[src/rtl/pgbuf_pkg.sv]
package pgbuf_pkg;
  // One command acts per idle cycle; the decoder in the top picks it by priority.
  typedef enum logic [2:0] {
    OP_IDLE,
    OP_ABORT,
    OP_COMMIT,
    OP_LOAD,
    OP_CRCLR,
    OP_WRITE,
    OP_READ
  } op_e;
endpackage

[src/rtl/pgb_addr_ctr.sv]
module pgb_addr_ctr
  import pgbuf_pkg::*;
#(
  parameter int ADDR_W = 15,
  parameter int OFS_W  = 6
) (
  input  logic              clk,
  input  logic              rst_n,
  input  op_e               op,
  input  logic [ADDR_W-1:0] load_val,
  output logic [ADDR_W-1:0] addr
);
  localparam int PAGE_W = ADDR_W - OFS_W;

  logic [PAGE_W-1:0] page_q;
  logic [OFS_W-1:0]  ofs_q;

  always_ff @(posedge clk or negedge rst_n) begin
    if (!rst_n) begin
      page_q <= '0;
      ofs_q  <= '0;
    end else begin
      unique case (op)
        OP_LOAD:  {page_q, ofs_q} <= load_val;
        OP_CRCLR: {page_q, ofs_q} <= '0;
        OP_WRITE: ofs_q <= ofs_q + OFS_W'(1);                       // wrap in page
        OP_READ:  {page_q, ofs_q} <= {page_q, ofs_q} + ADDR_W'(1);  // wrap in array
        default: ;
      endcase
    end
  end

  assign addr = {page_q, ofs_q};
endmodule

[src/rtl/pgb_page_store.sv]
module pgb_page_store
  import pgbuf_pkg::*;
#(
  parameter int OFS_W  = 6,
  parameter int DATA_W = 8
) (
  input  logic                    clk,
  input  logic                    rst_n,
  input  op_e                     op,
  input  logic [OFS_W-1:0]        wr_ofs,
  input  logic [DATA_W-1:0]       wr_data,
  input  logic                    drain_take,
  input  logic [OFS_W-1:0]        drain_ofs,
  output logic [(1<<OFS_W)-1:0]   mask,
  output logic [DATA_W-1:0]       drain_data
);
  localparam int DEPTH = 1 << OFS_W;

  logic              loaded_q [DEPTH];
  logic [DATA_W-1:0] slot_q   [DEPTH];

  for (genvar s = 0; s < DEPTH; s++) begin : g_slot
    logic hit_wr, hit_take;
    assign hit_wr   = (op == OP_WRITE) && (wr_ofs == OFS_W'(s));
    assign hit_take = drain_take && (drain_ofs == OFS_W'(s));

    always_ff @(posedge clk or negedge rst_n) begin
      if (!rst_n)                               loaded_q[s] <= 1'b0;
      else if (op == OP_ABORT || op == OP_LOAD) loaded_q[s] <= 1'b0;
      else if (hit_wr)                          loaded_q[s] <= 1'b1;
      else if (hit_take)                        loaded_q[s] <= 1'b0;
    end

    always_ff @(posedge clk) begin
      if (hit_wr) slot_q[s] <= wr_data;
    end

    assign mask[s] = loaded_q[s];
  end

  assign drain_data = slot_q[drain_ofs];
endmodule

[src/rtl/pgb_drain.sv]
module pgb_drain #(
  parameter int OFS_W = 6
) (
  input  logic                  clk,
  input  logic                  rst_n,
  input  logic                  start,
  input  logic [(1<<OFS_W)-1:0] mask,
  input  logic                  arr_ready,
  output logic                  busy,
  output logic                  take,
  output logic [OFS_W-1:0]      pick_ofs
);
  localparam int DEPTH = 1 << OFS_W;

  logic                 busy_q;
  logic [DEPTH-1:0]     rest;

  // Lowest loaded slot wins: scan from the top so the last hit is the lowest.
  always_comb begin
    pick_ofs = '0;
    for (int i = DEPTH - 1; i >= 0; i--) begin
      if (mask[i]) pick_ofs = OFS_W'(i);
    end
  end

  assign rest = mask & ~(DEPTH'(1) << pick_ofs);
  assign take = busy_q && arr_ready;

  always_ff @(posedge clk or negedge rst_n) begin
    if (!rst_n)       busy_q <= 1'b0;
    else if (!busy_q) busy_q <= start && (|mask);
    else if (take)    busy_q <= |rest;
  end

  assign busy = busy_q;
endmodule

[src/rtl/pgbuf_addr_ctr.sv]
module pgbuf_addr_ctr
  import pgbuf_pkg::*;
#(
  parameter int ADDR_W = 15,
  parameter int OFS_W  = 6,
  parameter int DATA_W = 8
) (
  input  logic              clk,
  input  logic              rst_n,
  input  logic              addr_ld,
  input  logic [ADDR_W-1:0] addr_in,
  input  logic              wr_valid,
  input  logic [DATA_W-1:0] wr_data,
  output logic              wr_ready,
  input  logic              rd_adv,
  input  logic              creg_rd_done,
  input  logic              commit_req,
  input  logic              abort_req,
  output logic              busy,
  output logic [ADDR_W-1:0] cur_addr,
  output logic              arr_valid,
  input  logic              arr_ready,
  output logic [ADDR_W-1:0] arr_addr,
  output logic [DATA_W-1:0] arr_data
);
  localparam int PAGE_W = ADDR_W - OFS_W;
  localparam int DEPTH  = 1 << OFS_W;

  op_e              op;
  logic             take;
  logic [OFS_W-1:0] pick_ofs;
  logic [DEPTH-1:0] mask;

  // Priority: abort, commit, load, control-register clear, write, read.
  always_comb begin
    op = OP_IDLE;
    if (!busy) begin
      if (abort_req)         op = OP_ABORT;
      else if (commit_req)   op = OP_COMMIT;
      else if (addr_ld)      op = OP_LOAD;
      else if (creg_rd_done) op = OP_CRCLR;
      else if (wr_valid)     op = OP_WRITE;
      else if (rd_adv)       op = OP_READ;
    end
  end

  assign wr_ready = !busy && !abort_req && !commit_req && !addr_ld && !creg_rd_done;

  pgb_addr_ctr #(.ADDR_W(ADDR_W), .OFS_W(OFS_W)) u_ctr (
    .clk      (clk),
    .rst_n    (rst_n),
    .op       (op),
    .load_val (addr_in),
    .addr     (cur_addr)
  );

  pgb_page_store #(.OFS_W(OFS_W), .DATA_W(DATA_W)) u_store (
    .clk        (clk),
    .rst_n      (rst_n),
    .op         (op),
    .wr_ofs     (cur_addr[OFS_W-1:0]),
    .wr_data    (wr_data),
    .drain_take (take),
    .drain_ofs  (pick_ofs),
    .mask       (mask),
    .drain_data (arr_data)
  );

  pgb_drain #(.OFS_W(OFS_W)) u_drain (
    .clk       (clk),
    .rst_n     (rst_n),
    .start     (op == OP_COMMIT),
    .mask      (mask),
    .arr_ready (arr_ready),
    .busy      (busy),
    .take      (take),
    .pick_ofs  (pick_ofs)
  );

  assign arr_valid = busy;
  assign arr_addr  = {cur_addr[ADDR_W-1 -: PAGE_W], pick_ofs};
endmodule

[config.mk]
export PLATFORM = sky130hd
export DESIGN_NAME = pgbuf_addr_ctr
export DESIGN_NICKNAME = d
export VERILOG_FILES = /design/src/rtl/pgbuf_pkg.sv /design/src/rtl/pgb_addr_ctr.sv /design/src/rtl/pgb_page_store.sv /design/src/rtl/pgb_drain.sv /design/src/rtl/pgbuf_addr_ctr.sv
export SDC_FILE = /design/constraint.sdc
export NUM_CORES = 1
export LEC_CHECK = 0
export ABC_AREA = 1
export CAP_MARGIN = 20
export CORE_UTILIZATION = 30
export CTS_CLUSTER_DIAMETER = 80
export CTS_CLUSTER_SIZE = 8
export DETAILED_ROUTE_END_ITERATION = 6
export PLACE_DENSITY_LB_ADDON = 0.1
export SYNTH_ARGS = -nofsm -noshare
export SYNTH_HDL_FRONTEND = slang
export SYNTH_SLANG_ARGS = --single-unit
[constraint.sdc]
create_clock -name clk -period 6 [get_ports clk]
set_clock_uncertainty 0.05 [all_clocks]
set_input_delay 1.5 -clock clk [delete_from_list [all_inputs] [get_ports clk]]
set_output_delay 1.5 -clock clk [all_outputs]
set_load 0.01 [all_outputs]
Word level (Yosys, flattened, before mapping)
Memory sizes are Yosys's and may differ from the RTL's.
Cells that the tools add are included.

storage, ports and cells
  register bits = 80
  memory bits (writable) = 512
  input bits = 32
  output and inout port bits = 41
  logic and storage cells = 1062
  memories kept = 1

cells by class
  $add $sub $neg = 2
  eq/ne operators = 132
  shift-type cells = 1
  muxes and demuxes = 584
  bitwise gates (word level) = 2
  reductions and logical operators = 273

memories
  memory          words  width  read ports  clocked after memory_dff  write ports  RTL line              RTL
  u_store.slot_q  64     8      1           0                         1            pgb_page_store.sv:20  logic [DATA_W-1:0] slot_q [DEPTH];

operator list
  kind                                                                    count
  6-bit two-way mux                                                       127
  8-bit two-way mux                                                       63
  8-bit OR reduction                                                      63
  1-bit two-way mux                                                       385
  6-bit equality test (second input constant)                             64
  3-bit nonzero test                                                      65
  6-bit by 5-bit equality test with 1-bit output (second input constant)  32
  1-bit logical AND                                                       134
  64-bit OR reduction                                                     2
  6-bit by 4-bit equality test with 1-bit output (second input constant)  16
  64-bit bitwise AND                                                      1
  64-bit NOT                                                              1
  1-bit by 6-bit << shifter with 64-bit output (first input constant)     1
  6-bit by 3-bit equality test with 1-bit output (second input constant)  8
  9-bit one-hot mux with 3 select lines                                   1
  6-bit by 2-bit equality test with 1-bit output (second input constant)  4
  6-bit one-hot mux with 4 select lines                                   1
  3-bit two-way mux                                                       7
  15-bit by 1-bit adder with 15-bit output (second input constant)        1
  6-bit by 1-bit equality test with 1-bit output (second input constant)  2
  6-bit logical NOT                                                       2
  3-bit equality test (second input constant)                             3
  6-bit by 1-bit adder with 6-bit output (second input constant)          1
  3-bit by 2-bit equality test with 1-bit output (second input constant)  2
  other kinds (4)                                                         8

Longest topological paths before layout
  word-level depth = 75
  depth in mapped cells = 75
  gate-level depth less buffers = 73

Modules after synthesis
Synthesis repeated with hierarchy kept, for this count alone.

second synthesis, totals
  cell total of the unflattened synthesis = 3079
  area, all modules = 27568.9 um2

by module, submodules not included
  module          times used  cells each  area an instance (um2)  sequential area each (um2)
  pgb_page_store  1           2435        24402.2                 16976.3
  pgb_drain       1           461         1964.4                  25.0
  pgb_addr_ctr    1           152         1041.0                  375.4
  pgbuf_addr_ctr  1           31          161.4                   0.0

Worst setup path after synthesis
Ideal clock, no wire load.

  path kind = reg2out
  start = reg u_store.loaded_q, in the netlist u_store.mask[62]
  end = out arr_data[1]
  arrival = 4.202 ns
  required time = 4.450 ns
  setup slack = 0.248 ns
  stages on the path, launching flop included = 75
  path buffers = 2
  cell sequence = dfrtp_1 > inv_1 > nand2_1 > nand2_1 > nand2_1 > nand2_1 > nand2_1 > nand2_1 > nand2_1 > nand2_1 > nand2_1 > nand2_1 > nand2_1 > nand2_1 > nand2_1 > nand2_1 > nand2_1 > nand2_1 > (+39 left out) > nand2_1 > nand2_1 > nand2_1 > nand2_2 > nand2_4 > nand2_4 > a21oi_4 > nor2_2 > buf_4 > buf_2 > nand2_1 > nand3b_1 > nand2_1 > nand2_1 > nor2_1 > nor2_1 > nor2_1 > nand2_1

between the ends
  cells in the longest elaborated chain, start to end = 64

ends and longest elaborated chain
  what                              RTL line              RTL
  start, declared                   pgb_page_store.sv:19  logic loaded_q [DEPTH];
  start signal, assigned by index   pgb_page_store.sv:28  if (!rst_n) loaded_q[s] <= 1'b0;
  start signal, assigned by index   pgb_page_store.sv:29  else if (op == OP_ABORT || op == OP_LOAD) loaded_q[s] <= 1'b0;
  start signal, assigned by index   pgb_page_store.sv:30  else if (hit_wr) loaded_q[s] <= 1'b1;
  6-bit two-way mux (63 in series)  pgb_drain.sv:22       if (mask[i]) pick_ofs = OFS_W'(i);
  via arr_addr[0]                   pgbuf_addr_ctr.sv:23  output logic [ADDR_W-1:0] arr_addr,
  memory 64 x 8 bit                 --
  end, declared                     pgbuf_addr_ctr.sv:24  output logic [DATA_W-1:0] arr_data

The timed path passes the listed nets, and every way through them passes these cells.

Final worst setup path
  start = reg u_store.loaded_q, in the netlist u_store.mask[61]
  end = out arr_data[4]

between the ends
  cells in the longest elaborated chain, start to end = 63

ends and longest elaborated chain
  what                              RTL line
  6-bit two-way mux (62 in series)  pgb_drain.sv:22
  memory 64 x 8 bit                 --

No other way between the ends.

==> results.toml <==
[die]
die_x_um = 298.7
die_area_um2 = 89220
core_area_um2 = 87020
boundaryPins = 73
row_count = 108
die_y_um = 298.7
start_util_pct = 30.35

[logic_synthesis]
netlist_area_um2 = 26410
yosysTopAreaCell = "edfxtp_1"
ys.flop_type = "edfxtp_1"
synth.yosys.warnings = 0
synthTopCellsByArea = "edfxtp_1, nand2_1, dfrtp_1"
synth_top_area_share_pct = 58.21
avgSynthCellArea_um2 = 10.25
ys_seq_elements = 592
synth.distinct_cells = 42
syn_nets = 2612
synthCells = 2576
ys_seq_area_share_pct = 65.79
synthArstFlopShare_pct = 13.51
synth-edff-count = 512

[sta]
layout_setup_ws_ps = -1401
min_period_over_period_pct = 123.3
tightest_slew_ps = 955.3
slew_headroom_pct = 36.07
timing.hold.ws_ps = 475.9
hold_viol = 0
max_freq_mhz = 135.1
min_period_ps = 7401
setup_viol = 9
slew_viol_final = 0
grt_setup_unrepaired = "yes"

[power_and_ir_drop]
ir_worst_vdd_mv = 0.2393
switching_share_pct = 28.44
power_frac_seq_pct = 42.1
clkPwrFrac_pct = 39.9
p_sw_mw = 3.135
p_total_mw = 11.02
share_comb_of_total_power_pct = 18.0
internal-power_mw = 7.889
p_leak_nw = 12.89
power_density_nw_per_um2 = 333.7

[routing]
vias = 20240
routed_wl_mm = 94.33
drtIter0Drc = 1747
firstDrtPassIters = 5
via_per_inst = 5.008
drc_errors = 0
ant_nets = 0
wl_per_cell_um = 23.34

[global_routing]
grt-ovfl-total = 0
busiest_layer = "met2"
met1_usage_pct = 29.00
met3_usage_pct = 3.272
grt_use_met2_pct = 33.44
grt_max_degree = 66
grt_pass1_wl_mm = 137.0
grt_pass1_vias = 20100
grt_usage_pct = 20.84
antenna_found_initial = 6

[clocking]
root_buffer = "clkbuf_16"
cts_max_level = 3
clk_latency_ps = 640
clock_path_buffers = 3
cts.clk_slew.worst_paths_ps = 50
cts_tree = "built"
cts_buffers = 84
ctsHoldBuffers = 0
cts.sinks = 592

[outcome]
violations = "negative setup slack"
status = "finished with violations"

[critical_path]
critPathMaxStageDelay_ps = 380
cp-end-kind = "output pin"
critPathSlowestCell = "dfrtp_1"
cp-startpoint = "u_store.mask[61]"
r2r_cells = 72
r2r-end = "u_drain.busy"
crit_top_cell = "nand2_1"
cp-start-kind = "flop"
timing.rr.start = "u_store.mask[62]"
required_ps = 4450
arrival_ps = 5850
worst-path-max-fanout = 7
r2r_slack_ps = 530
critPathCapture = "arr_data[4]"
critPathKind = "reg -> out"

[finish]
layout_commonest_cell = "nand2_1"
layout_common_cells = "nand2_1, edfxtp_1, nor2_1"
multi_input_area_um2 = 8135
regArea_um2 = 17380
fin_nets = 2886
fillers = 8627
area_growth_pct = 25.09
drive_gt1_share_pct = 15.76
stdcell_area_um2 = 33040
antenna_cells = 0
instances_no_fill = 4042

[placed_design]
hpwl_mm = 61.56
dp_slack_ps = -1353
gp_congestion = 0.9327
port_buffers = 72
placed_cell_area_um2 = 29870
dp_cells = 3892

[worst_hold_path]
hp-class = "reg -> reg"

[job]
max_cap_viol_count = 0
-- repair_timing --
action                     in CTS  in global routing
pin swaps                      29                 34
setup endpoints to repair       9                 11
resized for setup             110                 54
gates cloned                    6                  6
buffers inserted               10                 10
-- stage by stage --
step | utilization [%] | TNS [ps]
3_3_place_gp | 34.30 | -11430
5_1_grt | 37.96 | -17760
4_1_cts | 37.63 | -12100
6_report | 37.96 | -11190
2_1_floorplan | - | 0
3_5_place_dp | 34.33 | -9932
-- flip-flops by register name (all words and copies together) (netlist names) --
register,count
u_ctr.ofs_q,6
u_ctr.page_q,9
u_drain.busy,1
u_store.mask,64
u_store.slot_q,512
-- synth_stat cells, drive strengths merged (2+ instances only) --
cell and instances:
o311ai 8, a21oi 19, a221oi 2, o211ai 36, nand4 89, nand3 166, o21bai 5, nand3b 88
nand2 907, o21a 2, o21ai 93, inv 133, a31oi 3, clkinv 4, nor2 246, buf 61
clkbuf 64, ha 4, a311oi 2, a31o 18, xor2 3, nor3 21, edfxtp 512, dfrtp 80
-- cell type report --
| type | instances | area share, % |
|---|---|---|
| clock inverters | 8 | 0.4318 |
| well taps | 1155 | 4.374 |
| clock buffers | 115 | 6.779 |
| inverters | 137 | 1.557 |
| multi-input cells | 1722 | 24.63 |
| repair buffers | 313 | 9.635 |
| flip-flops and latches | 592 | 52.60 |
-- critical path: cells and delay by family, from the launching register on --
family                 cells  cell delay [ps]
and+or+nand+nor           71             4200
DFF                        1              380
buffers and inverters      5              640
-- power by group through the flow --
stage / clock, mW / sequential [mW] / combinational [mW]
finish: 4.40 / 4.64 / 1.99
global route: 4.66 / 4.65 / 2.15
detailed placement: 0 / 4.72 / 1.83
floorplan: 0 / 4.71 / 0.916
global placement: 0 / 4.72 / 1.82
CTS: 4.50 / 4.64 / 1.96
-- worst min-delay path by stage --
stage | start | slack, ps | cells after the start | endpoint
after detailed placement | u_store.mask[55] | 460 | 1 | u_store.mask[55]
after global routing | u_store.mask[55] | 500 | 1 | u_store.mask[55]
after floorplan | u_store.mask[55] | 440 | 1 | u_store.mask[55]
final | u_store.mask[55] | 480 | 1 | u_store.mask[55]
after CTS | u_store.mask[55] | 480 | 1 | u_store.mask[55]
after global placement | u_store.mask[55] | 460 | 1 | u_store.mask[55]
-- cells by family after synthesis --
kind of cell	count (synthesis)	synth area share, %
AOI/OAI and AO/OA	195	4.667
xor gates and xnor gates	4	0.1327
adders and majority gates	4	0.1895
buffers and inverters	262	4.477
DFF	592	65.79
and+or+nand+nor	1519	24.74
-- metal layers --
layer  wire length, µm  up-vias  part of all wire, %
li1                  -     9386                    -
met3              5449      140                  5.8
met5                13        -                0.014
met2             43600      671                   46
met4              2452        2                  2.6
met1             42810    10050                   45
Note: power is estimated with default switching activity, not from simulation.
